`config.mk`:
```
export PLATFORM = sky130hd
export DESIGN_NAME = cfg_stream
export DESIGN_NICKNAME = d
export VERILOG_FILES = /design/src/rtl/cfg_stream.sv
export SDC_FILE = /design/constraint.sdc
export NUM_CORES = 1
export LEC_CHECK = 0
export BUFFER_PORTS_ARGS = -buffer_cell sky130_fd_sc_hd__buf_2
export CAP_MARGIN = 30
export CORE_MARGIN = 2
export CORE_UTILIZATION = 50
export CTS_CLUSTER_DIAMETER = 60
export CTS_CLUSTER_SIZE = 24
export DETAILED_ROUTE_END_ITERATION = 10
export PLACE_DENSITY = 0.77
export SLEW_MARGIN = 10
export SYNTH_ARGS = -nofsm -noshare
export SYNTH_HDL_FRONTEND = slang
export SYNTH_SLANG_ARGS = --single-unit
```
`constraint.sdc`:
```
create_clock -name clk -period 2.96 [get_ports clk]
set_input_delay 0.592 -clock clk [delete_from_list [all_inputs] [get_ports clk]]
set_output_delay 0.592 -clock clk [all_outputs]
set_load 0.01 [all_outputs]
```
`src/rtl/cfg_stream.sv`:
```
module cfg_stream #(
  parameter int DEPTH  = 131072,
  parameter int WORD_W = 32,
  localparam int AW = (DEPTH > 1) ? $clog2(DEPTH) : 1,
  localparam int BW = (WORD_W > 1) ? $clog2(WORD_W) : 1
) (
  input  logic              clk,
  input  logic              por_n,
  input  logic              prog_mode,
  input  logic              rst_pin,
  input  logic              rst_pol_high,
  input  logic              ce_n,
  output logic              ready,
  output logic              dout,
  output logic              dout_oe,
  output logic              cascade_n,
  output logic [AW-1:0]     mem_addr,
  input  logic [WORD_W-1:0] mem_rdata
);
  localparam logic [AW-1:0] LAST_W = AW'(DEPTH - 1);
  localparam logic [BW-1:0] LAST_B = BW'(WORD_W - 1);

  logic [AW-1:0]     word_q;
  logic [BW-1:0]     bit_q;
  logic [WORD_W-1:0] cur_q;
  logic              done_q;
  logic              ready_q;

  logic rst_act;
  logic load0;
  logic run;

  assign rst_act = rst_pol_high ? rst_pin : ~rst_pin;
  assign load0   = ~ready_q | (~prog_mode & rst_act);
  assign run     = ready_q & ~prog_mode & ~rst_act & ~ce_n & ~done_q;

  assign mem_addr = (load0 || word_q == LAST_W) ? '0 : word_q + 1'b1;

  always_ff @(negedge clk or negedge por_n) begin
    if (!por_n) begin
      ready_q <= 1'b0;
      word_q  <= '0;
      bit_q   <= '0;
      done_q  <= 1'b0;
      cur_q   <= '0;
    end else begin
      ready_q <= 1'b1;
      if (load0) begin
        word_q <= '0;
        bit_q  <= '0;
        done_q <= 1'b0;
        cur_q  <= mem_rdata;
      end else if (run) begin
        if (bit_q == LAST_B) begin
          bit_q <= '0;
          if (word_q == LAST_W) begin
            done_q <= 1'b1;
          end else begin
            word_q <= word_q + 1'b1;
            cur_q  <= mem_rdata;
          end
        end else begin
          bit_q <= bit_q + 1'b1;
        end
      end
    end
  end

  assign ready     = ready_q;
  assign dout_oe   = run;
  assign dout      = run & cur_q[LAST_B - bit_q];
  assign cascade_n = prog_mode | ~done_q;
endmodule

```
# Yosys cells after proc, flatten, opt, wreduce, memory -nomap -nowiden

Cells that the tools add are included.

Register bits: 56

$add $sub $neg: 3
Bitwise gates (word level): 14
Muxes and demuxes: 19
Equal/unequal tests: 3
Reduce and logical (&&, ||, !) cells: 6
Magnitude comparators: 1

Operators with widths:

| cell                                                                         | number |
|---|---|
| 32-bit two-way mux                                                           | 4 |
| 17-bit two-way mux                                                           | 5 |
| 17-bit by 1-bit adder with 17-bit output, second input constant              | 1 |
| 17-bit equality test, second input constant                                  | 1 |
| 5-bit two-way mux                                                            | 3 |
| 1-bit AND                                                                    | 6 |
| 5-bit by 6-bit less-than comparator with 1-bit output, second input constant | 1 |
| 1-bit two-way mux                                                            | 6 |
| 1-bit inverter                                                               | 6 |
| 3-bit AND reduction                                                          | 2 |
| 2-bit nonzero test                                                           | 3 |
| 5-bit by 1-bit adder with 5-bit output, second input constant                | 1 |
| 1-bit binary-select mux with 5-bit select                                    | 1 |
| 5-bit equality test, second input constant                                   | 1 |
| 5-bit subtractor, first input constant                                       | 1 |
| 2-bit inequality test, second input constant                                 | 1 |
| 1-bit OR                                                                     | 2 |
| 1-bit logical OR                                                             | 1 |

# Depth between registers and ports, before layout

Gate-level depths: netlist (run 1).

Depth in word-level cells: 8
Depth in mapped cells: 11
Gate-level depth less buffers: 8

==> flow_metrics.env, run 1 <==
export IMPL_status="finished, violations left"
export IMPL_violations="setup timing"
export IMPL_vias=3056
export IMPL_cp_max_fo=4
export IMPL_syn_num_nets=312
export IMPL_path_cells="buf_6, mux4_2, mux4_2, nor2_4, a211oi_2, buf_2"
export IMPL_grt_overflow_total=0
export IMPL_netlist_area_sq_um=3110
export IMPL_yosys_area_share_simple=0.148
export IMPL_met3_usage=0.0487
export IMPL_synthMuxAreaShare=0.227
export IMPL_finalInstanceArea_sq_um=4990
export IMPL_clockBufferDepth=2
export IMPL_syn2layout_area_growth_pct=60.4
export IMPL_antenna_found_initial=0
export IMPL_grt_use_total=0.269
export IMPL_diodes=0
export IMPL_die_w_microns=82.9
export IMPL_synth_compound_area_share=0.0768
export IMPL_cp_common_cell="mux4_2"
export IMPL_synth_area_leaders="dfrtn_1, mux2_4, mux4_2"
export IMPL_synth_common_cells="dfrtn_1, mux2_4, nor2_1, a21oi_1, o21ai_0"
export IMPL_hold_path_depth=1
export IMPL_die_area_sq_um=6870
export IMPL_leakage_nw=2.25
export IMPL_wl_per_cell_microns=22.6
export IMPL_rsz0062_at_grt="true"
export IMPL_yosys_warnings=0
export IMPL_synth_edf_count=0
export IMPL_syn_inst=270
export IMPL_finalNonFillerCells=495
export IMPL_drive_above_1_share=0.671
export IMPL_yosysSeqAreaShare=0.450
export IMPL_antenna_left=0
export IMPL_clk_latency_ps=320
export IMPL_grtUsageMet2=0.482
export IMPL_slew_viol_final=0
export IMPL_synth_flop_cell="dfrtn_1"
export IMPL_portBuffers=58
export IMPL_nets=462
export IMPL_pre_cts_ws_ps=-1150
export IMPL_synth_top_family_by_area="multiplexers"
export IMPL_place_inst=463
export IMPL_htree_levels=2
export IMPL_cpPeakStageDelay_ps=540
export IMPL_gp_congestion=0.821
export IMPL_maxCapViolations=0
export IMPL_num_fill_cells=284
export IMPL_yosys_area_top_type="dfrtn_1"
export IMPL_drc_errors=0
export IMPL_rows=28
export IMPL_max_vdd_ir_drop_mv=0.352
export IMPL_met1_usage=0.320
export IMPL_synth_top_area_frac=0.450
export IMPL_slowest_stage="mux4_2"
export IMPL_busiest_layer="met2"
export IMPL_startpoint_type="flip-flop"
export IMPL_grt_pass1_vias=2951
export IMPL_fin_ws_ps=-1430
export IMPL_syn_mean_instance_area_sq_um=11.5
export IMPL_seq_area_sq_um=1400
export IMPL_root_buffer="clkbuf_8"
export IMPL_fp_dieH_microns=82.9
export IMPL_r2r_cells=9
export IMPL_cts_clk_slew_worst_paths_ps=60
export IMPL_pwr_density_cell_nw_per_um2=360
export IMPL_setup_violations=76
export IMPL_setup_tns_final_ps=-70170
export IMPL_post_dp_hpwl_mm=5.02
export IMPL_viasPerCell=6.17
export IMPL_clock_skew_ps=8.29
export IMPL_cts_sinks=56
export IMPL_holdWs_ps=464
export IMPL_drt_pass1_iterations=5
export IMPL_crit_type="flip-flop to output pin"
export IMPL_arrival_ps=3800
export IMPL_synth_adder_area_share=0.0161
export IMPL_grt_first_pass_wirelength_mm=14.8
export IMPL_rrSetupSlack_ps=200
export IMPL_routed_wl_mm=11.2
export IMPL_crit_required_ps=2370
export IMPL_multi_input_area_sq_um=2010
export IMPL_hold_violations=0
export IMPL_io_pins=59
export IMPL_numCtsBuffers=5
export IMPL_critPathCaptureType="output pin"
export IMPL_synth_cell_types=36
export IMPL_synthArstFlopShare=1.00
export IMPL_first_iter_violations=293
export IMPL_yosysMostFrequentCell="dfrtn_1"
export IMPL_cts_tree="built"
export IMPL_ys_seq_elements=56
export IMPL_dpl_cell_area_sq_um=4080
export IMPL_hold_path_class="flip-flop to flip-flop"
export IMPL_synth_xor_xnor_area_share=0.0422
export IMPL_grt_start_max_net_pins=57
export IMPL_initial_core_util=0.522
export IMPL_core_sq_um=5960
export IMPL_hold_buffers=0
==> state kept, by name (all words and copies together), names as in the netlist <==
name and count:
word_q 17, done_q 1, ready 1, bit_q 5, cur_q 32
==> critical path: cells and delay by family, from the launching register on <==
kind,cells,cell delay (ps)
buffers and inverters,2,290
DFF,1,460
and+or+nand+nor,1,140
muxes,2,1060
AOI/OAI and AO/OA,1,60
==> stage by stage <==
stage	power (mW)	util
global route	1.85	0.838
CTS	1.76	0.782
detailed placement	1.14	0.684
global placement	1.13	0.684
floorplan	1.02	-
finish	1.80	0.838
==> what timing repair did <==
| item | 4_1_cts | 5_1_grt |
|---|---|---|
| cloned | 6 | 1 |
| pin swaps | 29 | 9 |
| buffers inserted | 15 | 8 |
| resized for setup | 49 | 72 |
| setup endpoints to repair | 76 | 76 |
==> power breakdown <==
group	internal (mW)	switching (mW)	leakage (nW)
clock	0.333	0.260	0.0642
combinational	0.205	0.141	1.48
sequential	0.822	0.0330	0.706
total	1.36	0.434	2.25
==> cells in the final DEF (no fill, tap or decap), drive strengths merged, types with 2 or more instances in the layout <==
cell and count:
a211oi 2, a21oi 18, a31oi 2, and2 4, and3 6, buf 157
bufinv 2, clkbuf 6, dfrtn 56, ha 4, inv 5, mux2 32
mux2i 3, mux4 9, nand2 10, nand2b 3, nand3 11, nand4 3
nor2 23, nor4 2, o21ai 15, o31ai 4, or3 12, or4 7
or4b 3, xnor2 5, xor2 10
==> worst paths after layout <==
path,end,start
max,dout,bit_q[0]
min in group asynchronous,cur_q[30],por_n
min reg2reg,cur_q[1],cur_q[1]
max reg2reg,word_q[7],bit_q[1]
min,cur_q[1],cur_q[1]
max in group asynchronous,done_q,por_n
==> kinds of logic (layout without fill, tap and decap cells) <==
group           after synthesis  count (layout)
buf+inv                      23             170
xor+xnor                     15              15
simple gates                 84              87
fa+ha+maj                     4               4
mux                          44              44
other cells                   1               1
compound gates               43              43
flops                        56              56
==> cell type report <==
| type | count | area share |
|---|---|---|
| clock buffers | 5 | 0.0138 |
| clock inverters | 2 | 0.0120 |
| inverters | 5 | 0.00426 |
| multi-input cells | 194 | 0.403 |
| flip-flops and latches | 56 | 0.281 |
| well taps | 75 | 0.0188 |
| repair buffers | 158 | 0.267 |
==> metal layers <==
metal  vias up  part of all wire
met2       201              0.52
met1      1504              0.37
met4         0             0.047
met3        67             0.063
met5         -                 0
li1       1284                 -
Power figures use the tool's default switching activity.
==> run 2, diff against run 1 <==
--- a/config.mk
+++ b/config.mk
@@ -13,6 +13,7 @@
 export CTS_CLUSTER_SIZE = 24
 export DETAILED_ROUTE_END_ITERATION = 10
 export PLACE_DENSITY = 0.77
+export REMOVE_ABC_BUFFERS = 1
 export SLEW_MARGIN = 10
 export SYNTH_ARGS = -nofsm -noshare
 export SYNTH_HDL_FRONTEND = slang
==> run 2 against run 1 <==
The run still ends with setup timing left; combinational power down 2%; sequential share of layout area rose by 0.22 points; setup slack gained 67 ps; critical endpoint unchanged; hold slack got worse by 2.4 ps.
==> flow_metrics.env, run 2 (same netlist as run 1, synthesis figures left out) <==
export IMPL_status="finished, violations left"
export IMPL_violations="setup timing"
export IMPL_gp_congestion=0.811
export IMPL_cp_max_fo=5
export IMPL_first_iter_violations=171
export IMPL_hold_path_end="cur_q[1]"
export IMPL_slew_viol_final=0
export IMPL_diodes=0
export IMPL_dr_wl_met2_mm=5.09
export IMPL_cts_clk_slew_worst_paths_ps=70
export IMPL_nets=466
export IMPL_hold_buffers=0
export IMPL_drc_errors=0
export IMPL_place_inst=468
export IMPL_wl_met3_microns=473
export IMPL_die_w_microns=82.9
export IMPL_hold_path_class="flip-flop to flip-flop"
export IMPL_regMostFlops="cur_q"
export IMPL_drt_pass1_iterations=4
export IMPL_r2r_start="bit_q[1]"
export IMPL_rows=28
export IMPL_grt_use_total=0.247
export IMPL_fp_dieH_microns=82.9
export IMPL_min_from="cur_q[1]"
export IMPL_startpoint_type="flip-flop"
export IMPL_path_cells="buf_12, mux4_2, mux4_2, nor2_2, a211oi_2, buf_2"
export IMPL_crit_type="flip-flop to output pin"
export IMPL_hold_violations=0
export IMPL_die_area_sq_um=6870
export IMPL_root_buffer="clkbuf_8"
export IMPL_layout_commonest_cell="buf_4"
export IMPL_antenna_found_initial=0
export IMPL_rr_endpoint="cur_q[10]"
export IMPL_initial_core_util=0.522
export IMPL_rrSetupSlack_ps=-20
export IMPL_rsz0062_at_grt="true"
export IMPL_slowest_stage="mux4_2"
export IMPL_antenna_left=0
export IMPL_top_layer="met4"
export IMPL_crit_required_ps=2370
export IMPL_fin_ws_ps=-1360
export IMPL_leakage_nw=2.26
export IMPL_maxCapViolations=0
export IMPL_grt_overflow_total=0
export IMPL_cpPeakStageDelay_ps=500
export IMPL_critPathCaptureType="output pin"
export IMPL_cts_tree="built"
export IMPL_clk_latency_ps=320
export IMPL_max_vdd_ir_drop_mv=0.291
export IMPL_viasPerCell=5.74
export IMPL_cts_sinks=56
export IMPL_clockBufferDepth=2
export IMPL_fin_util=0.832
export IMPL_wl_per_cell_microns=19.1
export IMPL_pre_cts_ws_ps=-1150
export IMPL_layout_common_cells="buf_4, dfrtn_1, buf_2"
export IMPL_portBuffers=58
export IMPL_routed_wl_mm=9.56
export IMPL_vias=2869
export IMPL_wl_met1_mm=3.59
export IMPL_arrival_ps=3730
export IMPL_grt_pass1_vias=2843
export IMPL_pwr_density_cell_nw_per_um2=332
export IMPL_reg_top3="cur_q x32, word_q x17, bit_q x5"
export IMPL_htree_levels=2
export IMPL_largest_reg_flops=32
export IMPL_grt_first_pass_wirelength_mm=13.7
export IMPL_hold_path_depth=1
export IMPL_setup_violations=76
export IMPL_numCtsBuffers=5
export IMPL_r2r_cells=9
export IMPL_core_sq_um=5960
export IMPL_post_dp_hpwl_mm=5.19
export IMPL_grt_start_max_net_pins=30
export IMPL_finalNonFillerCells=500
export IMPL_io_pins=59
export IMPL_clock_skew_ps=9.15
export IMPL_cp_common_cell="mux4_2"
export IMPL_drive_above_1_share=0.656
export IMPL_syn2layout_area_growth_pct=59.1
run 2: cell count changes in the layout (fill, tap and decap cells not counted), moves of 2 or more:
cell and delta:
bufinv_16 -2, nor2_1 +3, o21ai_1 +2, inv_6 +2
buf_6 +3, nand3_2 +2, nor2_2 -2, mux2i_1 +2
run 2: critical path: cells and delay by family (launching register included):
kind | cells | cell delay (ps)
muxes | 2 | 990
buffers and inverters | 2 | 290
and+or+nand+nor | 1 | 120
AOI/OAI and AO/OA | 1 | 50
DFF | 1 | 480
run 2: final cells by class:
cell class                      instances  area, sq um
Clock inverter                          3         26.3
Fill cell                             298         1000
Clock buffer                            5         68.8
Multi-Input combinational cell        194         1940
Tap cell                               75         93.8
Sequential cell                        56         1400
Inverter                                5         21.3
Timing Repair Buffer                  162         1400
run 2: worst max path at each step:
stage                           end  depth (start not counted)  slack, ps       from
after floorplan           cur_q[10]                          4      -1120  prog_mode
after global placement    cur_q[27]                          5      -1110  prog_mode
after detailed placement  cur_q[16]                          5      -1150  prog_mode
after CTS                      dout                          6      -1370   bit_q[0]
after global routing           dout                          6      -1440   bit_q[0]
final                          dout                          6      -1360   bit_q[0]
run 2: power by group:
group / internal (mW) / switching [mW] / total, mW
Sequential: 0.822 / 0.0280 / 0.850
Clock: 0.175 / 0.276 / 0.451
Combinational: 0.209 / 0.131 / 0.341
run 2: per-layer routing:
layer / global-route usage / up-vias
li1: - / 1292
met1: 0.308 / 1423
met2: 0.435 / 118
met3: 0.0368 / 36
met4: 0.0864 / 0
met5: 0 / -
run 2: through the flow:
stage	instance area [sq um]	setup TNS (ps)	power, mW	hold WS (ps)
2_1_floorplan	3010	-71660	0.997	434
3_3_place_gp	4070	-73120	1.13	452
3_5_place_dp	4070	-76650	1.15	453
4_1_cts	4510	-63690	1.62	458
5_1_grt	4950	-69430	1.70	481
6_report	4950	-66760	1.64	461
run 2: timing repair:
item | in CTS | in global routing
gates cloned | 6 | 2
resized for setup | 51 | 77
buffers inserted | 7 | 10
endpoints found under the setup margin | 76 | 76
pin swaps | 18 | 26
==> run 3, diff against run 2 <==
--- a/config.mk
+++ b/config.mk
@@ -5,6 +5,7 @@
 export SDC_FILE = /design/constraint.sdc
 export NUM_CORES = 1
 export LEC_CHECK = 0
+export ABC_CLOCK_PERIOD_IN_PS = 2960
 export BUFFER_PORTS_ARGS = -buffer_cell sky130_fd_sc_hd__buf_2
 export CAP_MARGIN = 30
 export CORE_MARGIN = 2
@@ -14,6 +15,7 @@
 export DETAILED_ROUTE_END_ITERATION = 10
 export PLACE_DENSITY = 0.77
 export REMOVE_ABC_BUFFERS = 1
+export SETUP_SLACK_MARGIN = 0.5
 export SLEW_MARGIN = 10
 export SYNTH_ARGS = -nofsm -noshare
 export SYNTH_HDL_FRONTEND = slang
==> run 3 against run 2 <==
The flow still finishes with violations (setup timing); clock skew decreased by 3.1 ps; via count decreased by 2.5%; hold slack got worse by 4.7 ps; combinational power about the same; final area increased by 0.25%; critical path depth unchanged; global-route usage decreased by 0.40 points.
==> flow_metrics.env, run 3 (same netlist as run 1, synthesis figures left out) <==
export IMPL_clockBufferDepth=2
export IMPL_htree_levels=2
export IMPL_violations="setup timing"
export IMPL_vias=2797
export IMPL_pwr_density_cell_nw_per_um2=330
export IMPL_viasPerCell=5.59
export IMPL_drt_pass1_iterations=4
export IMPL_hold_buffers=0
export IMPL_layout_commonest_cell="buf_4"
export IMPL_num_fill_cells=299
export IMPL_nets=466
export IMPL_grt_start_max_net_pins=30
export IMPL_regMostFlops="cur_q"
export IMPL_portBuffers=58
export IMPL_root_buffer="clkbuf_8"
export IMPL_dpl_cell_area_sq_um=4070
export IMPL_r2r_start="bit_q[1]"
export IMPL_slew_viol_final=0
export IMPL_antenna_found_initial=0
export IMPL_critPathCapture="dout"
export IMPL_cp_max_fo=5
export IMPL_fin_ws_ps=-1370
export IMPL_syn2layout_area_growth_pct=59.5
export IMPL_hold_violations=0
export IMPL_cts_clk_slew_worst_paths_ps=70
export IMPL_crit_required_ps=2370
export IMPL_fin_util=0.834
export IMPL_arrival_ps=3740
export IMPL_rows=28
export IMPL_status="finished, violations left"
export IMPL_r2r_cells=9
export IMPL_post_dp_hpwl_mm=5.19
export IMPL_clk_latency_ps=310
export IMPL_gp_congestion=0.811
export IMPL_wl_per_cell_microns=18.5
export IMPL_rr_endpoint="cur_q[21]"
export IMPL_crit_start="bit_q[0]"
export IMPL_setup_violations=76
export IMPL_maxCapViolations=0
export IMPL_antenna_left=0
export IMPL_io_pins=59
export IMPL_hold_path_class="flip-flop to flip-flop"
export IMPL_drc_errors=0
export IMPL_startpoint_type="flip-flop"
export IMPL_first_iter_violations=124
export IMPL_seq_area_sq_um=1400
export IMPL_reg_top3="cur_q x32, word_q x17, bit_q x5"
export IMPL_largest_reg_flops=32
export IMPL_place_inst=468
export IMPL_rsz0062_at_grt="true"
export IMPL_multi_input_area_sq_um=1960
export IMPL_routed_wl_mm=9.24
export IMPL_crit_type="flip-flop to output pin"
export IMPL_fp_dieH_microns=82.9
export IMPL_cts_sinks=56
export IMPL_clock_skew_ps=6.08
export IMPL_layout_common_cells="buf_4, dfrtn_1, buf_2"
export IMPL_grt_pass1_vias=2794
export IMPL_finalNonFillerCells=500
export IMPL_rrSetupSlack_ps=30
export IMPL_leakage_nw=2.26
export IMPL_initial_core_util=0.522
export IMPL_numCtsBuffers=5
export IMPL_pre_cts_ws_ps=-1150
export IMPL_finalInstanceArea_sq_um=4960
export IMPL_drive_above_1_share=0.661
export IMPL_grt_overflow_total=0
export IMPL_diodes=0
export IMPL_die_area_sq_um=6870
export IMPL_setup_tns_final_ps=-65760
export IMPL_die_w_microns=82.9
export IMPL_grt_use_total=0.243
export IMPL_cts_tree="built"
export IMPL_grt_first_pass_wirelength_mm=13.5
export IMPL_max_vdd_ir_drop_mv=0.297
export IMPL_core_sq_um=5960
export IMPL_critPathCaptureType="output pin"
[run 3: per-stage QoR]
stage | total power [mW] | hold slack [ps]
6_report | 1.64 | 457
5_1_grt | 1.70 | 481
4_1_cts | 1.62 | 458
3_5_place_dp | 1.15 | 453
3_3_place_gp | 1.13 | 452
2_1_floorplan | 0.997 | 434
[run 3: worst max-delay path, cell delays in order (launching register included)]
cell	delay, ps
dfrtn_1	490
buf_12	140
mux4_2	480
mux4_2	500
nor2_2	120
a211oi_2	50
buf_2	150
[run 3: worst min-delay path by stage]
stage | from | slack (ps) | cells after the start | endpoint
2_1_floorplan | cur_q[1] | 430 | 1 | cur_q[1]
3_3_place_gp | cur_q[0] | 450 | 1 | cur_q[0]
3_5_place_dp | cur_q[30] | 450 | 1 | cur_q[30]
4_1_cts | cur_q[1] | 460 | 1 | cur_q[1]
5_1_grt | cur_q[1] | 480 | 1 | cur_q[1]
6_report | cur_q[1] | 460 | 1 | cur_q[1]
[run 3: cell type report]
cell class                      count  share of cell area
Tap cell                           75              0.0189
Multi-Input combinational cell    194               0.394
Timing Repair Buffer              162               0.282
Inverter                            5             0.00428
Clock buffer                        5              0.0139
Sequential cell                    56               0.282
Clock inverter                      3             0.00529
[run 3: timing repair]
action,4_1_cts,5_1_grt
pin swaps,15,25
gates resized for setup,46,82
cloned,6,2
hold endpoints to repair,0,0
buffers inserted,4,12
endpoints found under the setup margin,76,76
[run 3: routing by layer]
layer	up-vias	part of all wire	track usage
li1	1296	-	-
met1	1367	0.39	0.306
met2	103	0.53	0.423
met3	31	0.042	0.0368
met4	0	0.036	0.0864
met5	-	0	0
[run 3: report_power, final]
| group | switching (mW) | total (mW) | internal [mW] | leakage (nW) |
|---|---|---|---|---|
| Sequential | 0.0284 | 0.851 | 0.822 | 0.706 |
| Combinational | 0.130 | 0.339 | 0.209 | 1.50 |
| Clock | 0.273 | 0.448 | 0.175 | 0.0491 |
